File: src/rtl/rtc_pir_pkg.sv
package rtc_pir_pkg;
  localparam int REG_W   = 8;
  localparam int ADDR_W  = 2;
  localparam int RS_W    = 4;
  localparam int DV_W    = 3;
  // longest half period: code (2^RS_W - 1) -> 2^(2^RS_W - 3) ticks
  localparam int HALF_MAX = 1 << ((1 << RS_W) - 3);
  localparam int CNT_W   = $clog2(HALF_MAX);

  localparam logic [ADDR_W-1:0] ADDR_CTLA = 2'd0;
  localparam logic [ADDR_W-1:0] ADDR_CTLB = 2'd1;
  localparam logic [ADDR_W-1:0] ADDR_STAT = 2'd2;

  localparam logic [DV_W-1:0]  DV_RUN   = 3'b010;
  localparam logic [REG_W-1:0] CTLA_RST = 8'h20;
  localparam logic [REG_W-1:0] CTLB_RST = 8'h00;

  localparam int B_PIE  = 6;
  localparam int B_SQWE = 3;
  localparam int S_IRQ  = 7;
  localparam int S_FLAG = 6;

  // last counter value of a half period for a rate code
  function automatic logic [CNT_W-1:0] half_last(input logic [RS_W-1:0] rs);
    logic [CNT_W-1:0] r;
    if (rs == '0)
      r = '0;
    else if (rs == RS_W'(1))
      r = CNT_W'(63);
    else if (rs == RS_W'(2))
      r = CNT_W'(127);
    else
      r = CNT_W'((32'd1 << (rs - RS_W'(2))) - 32'd1);
    return r;
  endfunction
endpackage

File: src/rtl/rtc_pir_regs.sv
module rtc_pir_regs
  import rtc_pir_pkg::*;
(
  input  logic              clk,
  input  logic              rst_n,
  input  logic              wr_en,
  input  logic [ADDR_W-1:0] addr,
  input  logic [REG_W-1:0]  wdata,
  output logic [REG_W-1:0]  ctl_a,
  output logic [REG_W-1:0]  ctl_b,
  output logic              a_wr
);
  logic [REG_W-2:0] a_q, a_d;
  logic [REG_W-1:0] b_q, b_d;
  logic             b_wr;

  always_comb begin
    a_wr = wr_en && (addr == ADDR_CTLA);
    b_wr = wr_en && (addr == ADDR_CTLB);
    a_d  = a_q;
    b_d  = b_q;
    if (a_wr) a_d = wdata[REG_W-2:0];
    if (b_wr) b_d = wdata;
  end

  always_ff @(posedge clk or negedge rst_n) begin
    if (!rst_n) begin
      a_q <= CTLA_RST[REG_W-2:0];
      b_q <= CTLB_RST;
    end else begin
      if (a_wr) a_q <= a_d;
      if (b_wr) b_q <= b_d;
    end
  end

  // top bit of A is the read-only update-in-progress flag; no update logic here
  assign ctl_a = {1'b0, a_q};
  assign ctl_b = b_q;
endmodule

File: src/rtl/rtc_pir_rate_dec.sv
module rtc_pir_rate_dec
  import rtc_pir_pkg::*;
(
  input  logic [REG_W-1:0] ctl_a,
  output logic [CNT_W-1:0] last,
  output logic             run
);
  logic [RS_W-1:0] rs;
  logic [DV_W-1:0] dv;

  always_comb begin
    rs   = ctl_a[RS_W-1:0];
    dv   = ctl_a[RS_W+DV_W-1:RS_W];
    last = half_last(rs);
    run  = (rs != '0) && (dv == DV_RUN);
  end
endmodule

File: src/rtl/rtc_pir_prescaler.sv
module rtc_pir_prescaler
  import rtc_pir_pkg::*;
(
  input  logic             clk,
  input  logic             rst_n,
  input  logic             tick,
  input  logic             run,
  input  logic             reload,
  input  logic [CNT_W-1:0] last,
  output logic             half_pulse,
  output logic             period_pulse,
  output logic             phase
);
  logic [CNT_W-1:0] cnt_q, cnt_d;
  logic             ph_d;
  logic             cnt_en;

  always_comb begin
    half_pulse   = run && tick && (cnt_q == last);
    period_pulse = half_pulse && phase;
    cnt_en       = reload || !run || tick;
    cnt_d        = cnt_q;
    ph_d         = phase;
    if (reload || !run) begin
      cnt_d = '0;
      ph_d  = 1'b0;
    end else if (tick) begin
      if (half_pulse) begin
        cnt_d = '0;
        ph_d  = !phase;
      end else begin
        cnt_d = cnt_q + CNT_W'(1);
      end
    end
  end

  always_ff @(posedge clk or negedge rst_n) begin
    if (!rst_n) begin
      cnt_q <= '0;
      phase <= 1'b0;
    end else if (cnt_en) begin
      cnt_q <= cnt_d;
      phase <= ph_d;
    end
  end
endmodule

File: src/rtl/rtc_pir.sv
module rtc_pir
  import rtc_pir_pkg::*;
#(
  parameter int SYNC_STAGES = 2
) (
  input  logic              clk,
  input  logic              rst_n,
  input  logic              tick_i,
  input  logic              wr_en_i,
  input  logic              rd_en_i,
  input  logic [ADDR_W-1:0] addr_i,
  input  logic [REG_W-1:0]  wdata_i,
  output logic [REG_W-1:0]  rdata_o,
  output logic              irq_o,
  output logic              sqw_o
);
  logic [SYNC_STAGES-1:0] rst_pipe;
  logic                   rst_sync_n;
  logic [REG_W-1:0]       ctl_a, ctl_b;
  logic                   a_wr;
  logic [CNT_W-1:0]       last;
  logic                   run;
  logic                   half_pulse, period_pulse, phase;
  logic                   flag_q, flag_d, stat_rd;

  // reset asserts at once, releases after SYNC_STAGES edges
  generate
    if (SYNC_STAGES == 1) begin : g_sync1
      always_ff @(posedge clk or negedge rst_n) begin
        if (!rst_n) rst_pipe <= '0;
        else        rst_pipe <= 1'b1;
      end
    end else begin : g_syncn
      always_ff @(posedge clk or negedge rst_n) begin
        if (!rst_n) rst_pipe <= '0;
        else        rst_pipe <= {rst_pipe[SYNC_STAGES-2:0], 1'b1};
      end
    end
  endgenerate
  assign rst_sync_n = rst_pipe[SYNC_STAGES-1];

  rtc_pir_regs u_regs (
    .clk(clk), .rst_n(rst_sync_n), .wr_en(wr_en_i), .addr(addr_i),
    .wdata(wdata_i), .ctl_a(ctl_a), .ctl_b(ctl_b), .a_wr(a_wr)
  );

  rtc_pir_rate_dec u_dec (.ctl_a(ctl_a), .last(last), .run(run));

  rtc_pir_prescaler u_pre (
    .clk(clk), .rst_n(rst_sync_n), .tick(tick_i), .run(run), .reload(a_wr),
    .last(last), .half_pulse(half_pulse), .period_pulse(period_pulse),
    .phase(phase)
  );

  always_comb begin
    stat_rd = rd_en_i && (addr_i == ADDR_STAT);
    flag_d  = flag_q;
    if (period_pulse) flag_d = 1'b1;
    else if (stat_rd) flag_d = 1'b0;
  end

  always_ff @(posedge clk or negedge rst_sync_n) begin
    if (!rst_sync_n) flag_q <= 1'b0;
    else             flag_q <= flag_d;
  end

  assign irq_o = flag_q && ctl_b[B_PIE];
  assign sqw_o = phase && ctl_b[B_SQWE];

  always_comb begin
    rdata_o = '0;
    unique case (addr_i)
      ADDR_CTLA: rdata_o = ctl_a;
      ADDR_CTLB: rdata_o = ctl_b;
      ADDR_STAT: begin
        rdata_o[S_IRQ]  = irq_o;
        rdata_o[S_FLAG] = flag_q;
      end
      default:   rdata_o = '0;
    endcase
  end
endmodule

File: config.mk
export PLATFORM = sky130hd
export DESIGN_NAME = rtc_pir
export DESIGN_NICKNAME = d
export VERILOG_FILES = /design/src/rtl/rtc_pir_pkg.sv /design/src/rtl/rtc_pir_regs.sv /design/src/rtl/rtc_pir_rate_dec.sv /design/src/rtl/rtc_pir_prescaler.sv /design/src/rtl/rtc_pir.sv
export SDC_FILE = /design/constraint.sdc
export NUM_CORES = 1
export LEC_CHECK = 0
export CAP_MARGIN = 20
export CORE_MARGIN = 3
export CORE_UTILIZATION = 45
export DETAILED_ROUTE_END_ITERATION = 8
export PLACE_DENSITY = 0.66
export RECOVER_POWER = 100
export SYNTH_ARGS = -nofsm -noshare
export SYNTH_HDL_FRONTEND = slang
export SYNTH_SLANG_ARGS = --single-unit
File: constraint.sdc
create_clock -name clk -period 1.6 [get_ports clk]
set_clock_uncertainty 0.1 [all_clocks]
set_input_delay 0.32 -clock clk [delete_from_list [all_inputs] [get_ports clk]]
set_output_delay 0.32 -clock clk [all_outputs]
set_load 0.005 [all_outputs]
==> impl_metrics.env, run 1 <==
export IMPL_outcome="finished, violations left"
export IMPL_violations="setup timing"
export IMPL_drive_gt1_share_pct=48.9
export IMPL_synth_simple_area_share_pct=25.0
export IMPL_wl_per_cell_um=19.2
export IMPL_worst_slew_pin_slew_ns=0.558
export IMPL_clockRootBuffer="clkbuf_8"
export IMPL_postSynth_asyncResetShare_pct=100
export IMPL_grt_pass1_wl_um=14200
export IMPL_chipWidth_um=82.0
export IMPL_dieHeight_um=82.0
export IMPL_cap_viol_max_count=0
export IMPL_critPathLaunchType="flip-flop"
export IMPL_synth_edf_count=0
export IMPL_met2_usage_pct=46.1
export IMPL_antenna_found_initial=0
export IMPL_pin_count=25
export IMPL_synth_compound_area_share_pct=19.5
export IMPL_ys_flop_type="dfrtp_1"
export IMPL_crit_type="reg2reg"
export IMPL_clock_sinks=32
export IMPL_fmax_ghz=0.281
export IMPL_crit_chain="inv_6, ha_4, nand2_2, or3_4, ha_4, or4b_1, o211a_1, nand2b_4, o211a_1, or4_4, a2111oi_4, mux2i_1"
export IMPL_grt_util_met3_pct=4.39
export IMPL_setup_viol=27
export IMPL_synthesis_nets=308
export IMPL_endpoint_kind="flip-flop"
export IMPL_yosys_area_share_adder_pct=2.22
export IMPL_worst_path_largest_cell_delay_ns=0.48
export IMPL_clkTransAtPathRegs_ns=0.08
export IMPL_tns_ns=-29.03
export IMPL_syn_area_mm2=0.00260
export IMPL_synth_area_per_cell_um2=8.95
export IMPL_gp_congestion=0.919
export IMPL_power_total_w=0.00403
export IMPL_top_usage_layer="met2"
export IMPL_final_common_cell="buf_4"
export IMPL_place_hpwl_um=5970
export IMPL_cp_max_fo=7
export IMPL_final_cell_mix="buf_4 (94), dfrtp_1 (29), nand2_1 (17)"
export IMPL_finalHoldViolCount=0
export IMPL_ir_worst_vdd_uv=658
export IMPL_rsz0062_at_grt="true"
export IMPL_numCtsBuffers=5
export IMPL_n_antenna_cell=0
export IMPL_synth_cells=290
export IMPL_drt_iter0_markers=354
export IMPL_tritoncts="built"
export IMPL_muxShareOfSynthArea_pct=10.3
export IMPL_row_count=27
export IMPL_arrival_ns=3.68
export IMPL_p_leak_nw=1.80
export IMPL_whs_ns=0.0491
export IMPL_ys_ff_latch=32
export IMPL_htree_levels=2
export IMPL_ctsLongestPathBuffers=2
export IMPL_grt_pass1_vias=2853
export IMPL_yosys_warnings=0
export IMPL_grt_use_total_pct=28.0
export IMPL_route_detailed_drc=0
export IMPL_gr_usage_met1_pct=36.6
export IMPL_timing_final_ws_setup_ns=-1.96
export IMPL_hold_class="reg2async"
export IMPL_synth_seq_area_share_pct=30.9
export IMPL_numPortBuffers=24
export IMPL_design_die_area_mm2=0.00672
export IMPL_synth_top_family_by_area="simple AND/OR/NAND/NOR gates"
export IMPL_crit_slowest_cell="or4b_1"
export IMPL_slew_headroom_pct=62.8
export IMPL_synth_xor_area_share_pct=5.69
export IMPL_ant_nets=0
export IMPL_fin_crit_ns=3.56
export IMPL_area_growth_pct=60.7
export IMPL_routed_wl_um=9450
export IMPL_grt_max_degree=29
export IMPL_nets=438
export IMPL_synth_cell_types=64
export IMPL_start_util_pct=46.9
export IMPL_slew_violations=0
export IMPL_dp_slack_ns=-1.92
export IMPL_grt_ovfl_total=0
export IMPL_insertion_delay_ns=0.29
export IMPL_final_util_pct=75.3
export IMPL_design_core_area_mm2=0.00554
export IMPL_drt_pre_antenna_iters=5
export IMPL_route_vias_total=2898
export IMPL_fill_cells=402
export IMPL_post_route_period_util_pct=223
export IMPL_powerDensity_mw_per_mm2=967
export IMPL_required_ns=1.72
export IMPL_hold_buffers=0
export IMPL_via_per_inst=5.88
[worst max-delay path, delay by kind of cell (launching register included)]
kind	cells	cell delay (ns)
compound gates	3	0.75
fa+ha+maj	2	0.46
buf+inv	1	0.05
flops	1	0.42
mux	1	0.22
simple gates	5	1.48
[worst paths after layout]
path                                   to          start  cells after the start  slack (ns)
max                           u_pre.phase  u_regs.a_q[1]                     12       -1.96
min                        u_pre.cnt_q[5]    rst_pipe[1]                      0        0.05
max reg2reg                   u_pre.phase  u_regs.a_q[1]                     12       -1.96
min reg2reg                u_pre.cnt_q[5]    rst_pipe[1]                      0        0.05
max in group asynchronous   u_regs.a_q[1]    rst_pipe[1]                      1        0.45
min in group clk              rst_pipe[1]    rst_pipe[0]                      0        0.27
[timing repair]
| item | 4_1_cts | 5_1_grt |
|---|---|---|
| buffers inserted | 27 | 16 |
| setup endpoints to repair | 25 | 25 |
| pin swaps | 17 | 16 |
| gates resized for setup | 58 | 44 |
| cloned | 2 | 2 |
[cell families after synthesis]
group / Yosys count
AND/OR/NAND/NOR: 112
multiplexers: 25
other: 1
buffers and inverters: 33
XOR/XNOR: 16
flip-flops: 32
AO/OA/AOI/OAI: 66
adder cells (fa/ha/maj): 5
[per-layer routing]
metal  up-vias  part of all wire [%]
li1       1336                     -
met1      1405                    41
met2       123                    50
met3        34                   5.8
met4         0                   3.7
met5         -                     0
[synthesized netlist by cell type (5+ instances only)]
cell type | number | area [um2]
nor3_1 | 16 | 80.1
nor2b_1 | 5 | 31.3
o211ai_1 | 6 | 45.0
nand3_1 | 10 | 50.1
nand3b_1 | 6 | 45.0
clkbuf_1 | 12 | 45.0
a21oi_1 | 10 | 50.1
xor2_1 | 5 | 43.8
mux2_2 | 13 | 146
buf_2 | 7 | 35.0
nand2_1 | 19 | 71.3
dfrtp_1 | 31 | 776
o21ai_0 | 12 | 60.1
or3_1 | 5 | 31.3
xnor2_1 | 10 | 87.6
inv_1 | 8 | 30.0
mux2i_1 | 12 | 120
nor2_1 | 14 | 52.6
and2_1 | 5 | 31.3
[report_power, final]
part | internal, W | total (W) | switching, W
Sequential | 0.000890 | 0.000963 | 0.0000727
Combinational | 0.00128 | 0.00243 | 0.00115
Clock | 0.000308 | 0.000637 | 0.000329
[through the flow]
step	cell area (um2)	instances
after floorplan	2740	290
after CTS	3940	479
final	4170	493
after global routing	4170	493
after detailed placement	3530	442
after global placement	3530	442
[flip-flops by register name, summed over array words and instances, names as in the netlist]
register	flops
rst_pipe	2
flag_q	1
u_regs.a_q	7
u_regs.ctl_b	8
u_pre.cnt_q	13
u_pre.phase	1
[area by class of cell]
cell class	count	area, um2	area share (%)
Sequential cell	32	805	19.3
Clock inverter	3	23.8	0.570
Inverter	8	35.0	0.840
Clock buffer	5	68.8	1.65
Timing Repair Buffer	148	1280	30.7
Tap cell	72	90.1	2.16
Multi-Input combinational cell	225	1870	44.8
Power figures use the tool's default switching activity.
==> inputs of run 2 (changes only) <==
Settings changed: TNS_END_PERCENT set to 1.
==> impl_metrics.env, run 2 (synthesis gave the netlist of run 1 again) <==
export IMPL_numPortBuffers=24
export IMPL_via_per_inst=5.74
export IMPL_ant_nets=0
export IMPL_ir_worst_vdd_uv=716
export IMPL_combPwrFrac_pct=55.6
export IMPL_largest_reg_flops=13
export IMPL_start_util_pct=46.9
export IMPL_final_util_pct=67.1
export IMPL_grt_ovfl_total=0
export IMPL_powerDensity_mw_per_mm2=966
export IMPL_cap_viol_max_count=0
export IMPL_nets=406
export IMPL_clock_sinks=32
export IMPL_row_count=27
export IMPL_r2r_cells=12
export IMPL_finalHoldViolCount=0
export IMPL_area_growth_pct=43.1
export IMPL_fin_crit_ns=3.64
export IMPL_dpl_cell_area_mm2=0.00351
export IMPL_rrSetupSlack_ns=-2.04
export IMPL_p_leak_nw=1.65
export IMPL_multi_input_area_mm2=0.00176
export IMPL_whs_ns=0.0382
export IMPL_p_int_w=0.00223
export IMPL_numCtsBuffers=5
export IMPL_clkTransAtPathRegs_ns=0.07
export IMPL_timing_final_ws_setup_ns=-2.04
export IMPL_worst_slew_pin_slew_ns=0.629
export IMPL_crit_type="reg2reg"
export IMPL_rr_startpoint="u_regs.a_q[2]"
export IMPL_max_flop_register="u_pre.cnt_q"
export IMPL_final_cell_mix="buf_4 (80), dfrtp_1 (30), nand2_1 (18)"
export IMPL_grt_max_degree=29
export IMPL_rsz0062_at_grt="true"
export IMPL_routed_wl_um=8170
export IMPL_required_ns=1.70
export IMPL_slew_headroom_pct=57.7
export IMPL_place_hpwl_um=5890
export IMPL_chipWidth_um=82.0
export IMPL_htree_levels=2
export IMPL_arrival_ns=3.74
export IMPL_regArea_um2=803
export IMPL_clockPowerShare_pct=17.9
export IMPL_ctsLongestPathBuffers=2
export IMPL_slew_violations=0
export IMPL_insertion_delay_ns=0.28
export IMPL_fill_cells=460
export IMPL_route_detailed_drc=0
export IMPL_drt_iter0_markers=159
export IMPL_route_vias_total=2644
export IMPL_fmax_ghz=0.275
export IMPL_reg2reg_to="u_pre.phase"
export IMPL_fin_area_mm2=0.00371
export IMPL_dieHeight_um=82.0
export IMPL_tns_ns=-28.92
export IMPL_switchingPower_w=0.00136
export IMPL_drt_pre_antenna_iters=4
export IMPL_endpoint_kind="flip-flop"
export IMPL_tritoncts="built"
export IMPL_grt_use_total_pct=25.3
export IMPL_power_total_w=0.00359
export IMPL_drive_gt1_share_pct=37.5
export IMPL_critPathLaunchType="flip-flop"
export IMPL_post_route_period_util_pct=228
export IMPL_grt_pass1_wl_um=13000
export IMPL_n_antenna_cell=0
export IMPL_pin_count=25
export IMPL_gp_congestion=0.972
export IMPL_design_core_area_mm2=0.00554
export IMPL_design_die_area_mm2=0.00672
export IMPL_swShare_pct=38.0
export IMPL_violations="setup timing"
export IMPL_grt_pass1_vias=2553
export IMPL_wl_per_cell_um=17.7
export IMPL_final_common_cell="buf_4"
export IMPL_cp_max_fo=4
export IMPL_antenna_found_initial=0
export IMPL_clockRootBuffer="clkbuf_8"
export IMPL_setup_viol=28
export IMPL_seqPwrFrac_pct=26.5
export IMPL_hold_class="reg2async"
export IMPL_outcome="finished, violations left"
==> run 2: cell types whose count changed in the layout (fill, tap and decap cells not counted), sizes merged <==
cell,previous run,this run
clkinvlp,2,0
clkinv,1,2
and4bb,1,2
clkdlybuf4s50,11,13
clkbuf,16,12
clkdlybuf4s15,0,1
buf,123,89
dlymetal6s2s,0,3
==> run 2: power by group through the flow <==
stage	Sequential [W]	Combinational [W]	Clock [W]
2_1_floorplan	0.000954	0.00112	0
4_1_cts	0.000946	0.00182	0.000655
3_3_place_gp	0.000957	0.00179	0
6_report	0.000950	0.00200	0.000643
5_1_grt	0.000963	0.00215	0.000689
3_5_place_dp	0.000961	0.00181	0
==> run 2: per-layer routing <==
metal  up-vias  track usage (%)  share of wire [%]
li1       1279                -                  -
met5         -                0                  0
met4         0             6.64                1.7
met3        14             3.51                5.4
met2        93             40.9                 47
met1      1258             35.3                 46
==> run 2: worst max-delay path: stages (launching register included) <==
cell	delay, ns
dfrtp_1	0.37
inv_1	0.09
ha_4	0.28
nand2_2	0.05
or3_4	0.37
ha_4	0.18
or4b_4	0.49
o211a_1	0.23
nand2b_4	0.13
o211a_1	0.15
or4_4	0.43
a2111oi_4	0.44
mux2i_1	0.25
==> run 2: final cells by class <==
cell class,count,share of cell area [%]
Clock inverter,2,0.269
Clock buffer,6,2.22
Timing Repair Buffer,115,25.0
Multi-Input combinational cell,226,47.5
Sequential cell,32,21.6
Tap cell,72,2.43
Inverter,8,0.943
==> run 2: through the flow <==
step / setup slack, ns / cells
CTS: -2.00 / 457
global placement: -1.91 / 449
floorplan: -2.03 / 290
detailed placement: -1.98 / 449
finish: -2.04 / 461
global route: -2.18 / 461
==> run 2: what timing repair did <==
item / in CTS / in global routing
hold buffers: 0 / 0
cloned: 0 / 1
setup endpoints to repair: 25 / 25
gates resized for setup: 26 / 24
pin swaps: 2 / 8
setup buffers: 0 / 3
==> run 2: worst max path at each step <==
stage / from / end / slack, ns / depth (start not counted)
2_1_floorplan: u_regs.a_q[1] / u_pre.phase / -2.03 / 15
3_3_place_gp: u_regs.a_q[1] / u_pre.phase / -1.91 / 12
3_5_place_dp: u_regs.a_q[1] / u_pre.phase / -1.98 / 12
4_1_cts: u_regs.a_q[1] / u_pre.phase / -2.00 / 12
5_1_grt: u_regs.a_q[1] / u_pre.phase / -2.18 / 12
6_report: u_regs.a_q[2] / u_pre.phase / -2.04 / 12
==> inputs of run 3 (changes only) <==
Settings changed: CTS_CLUSTER_SIZE set to 40.
==> results of run 3 <==
The final DEF is identical to that of run 2; final timing and power are the same.
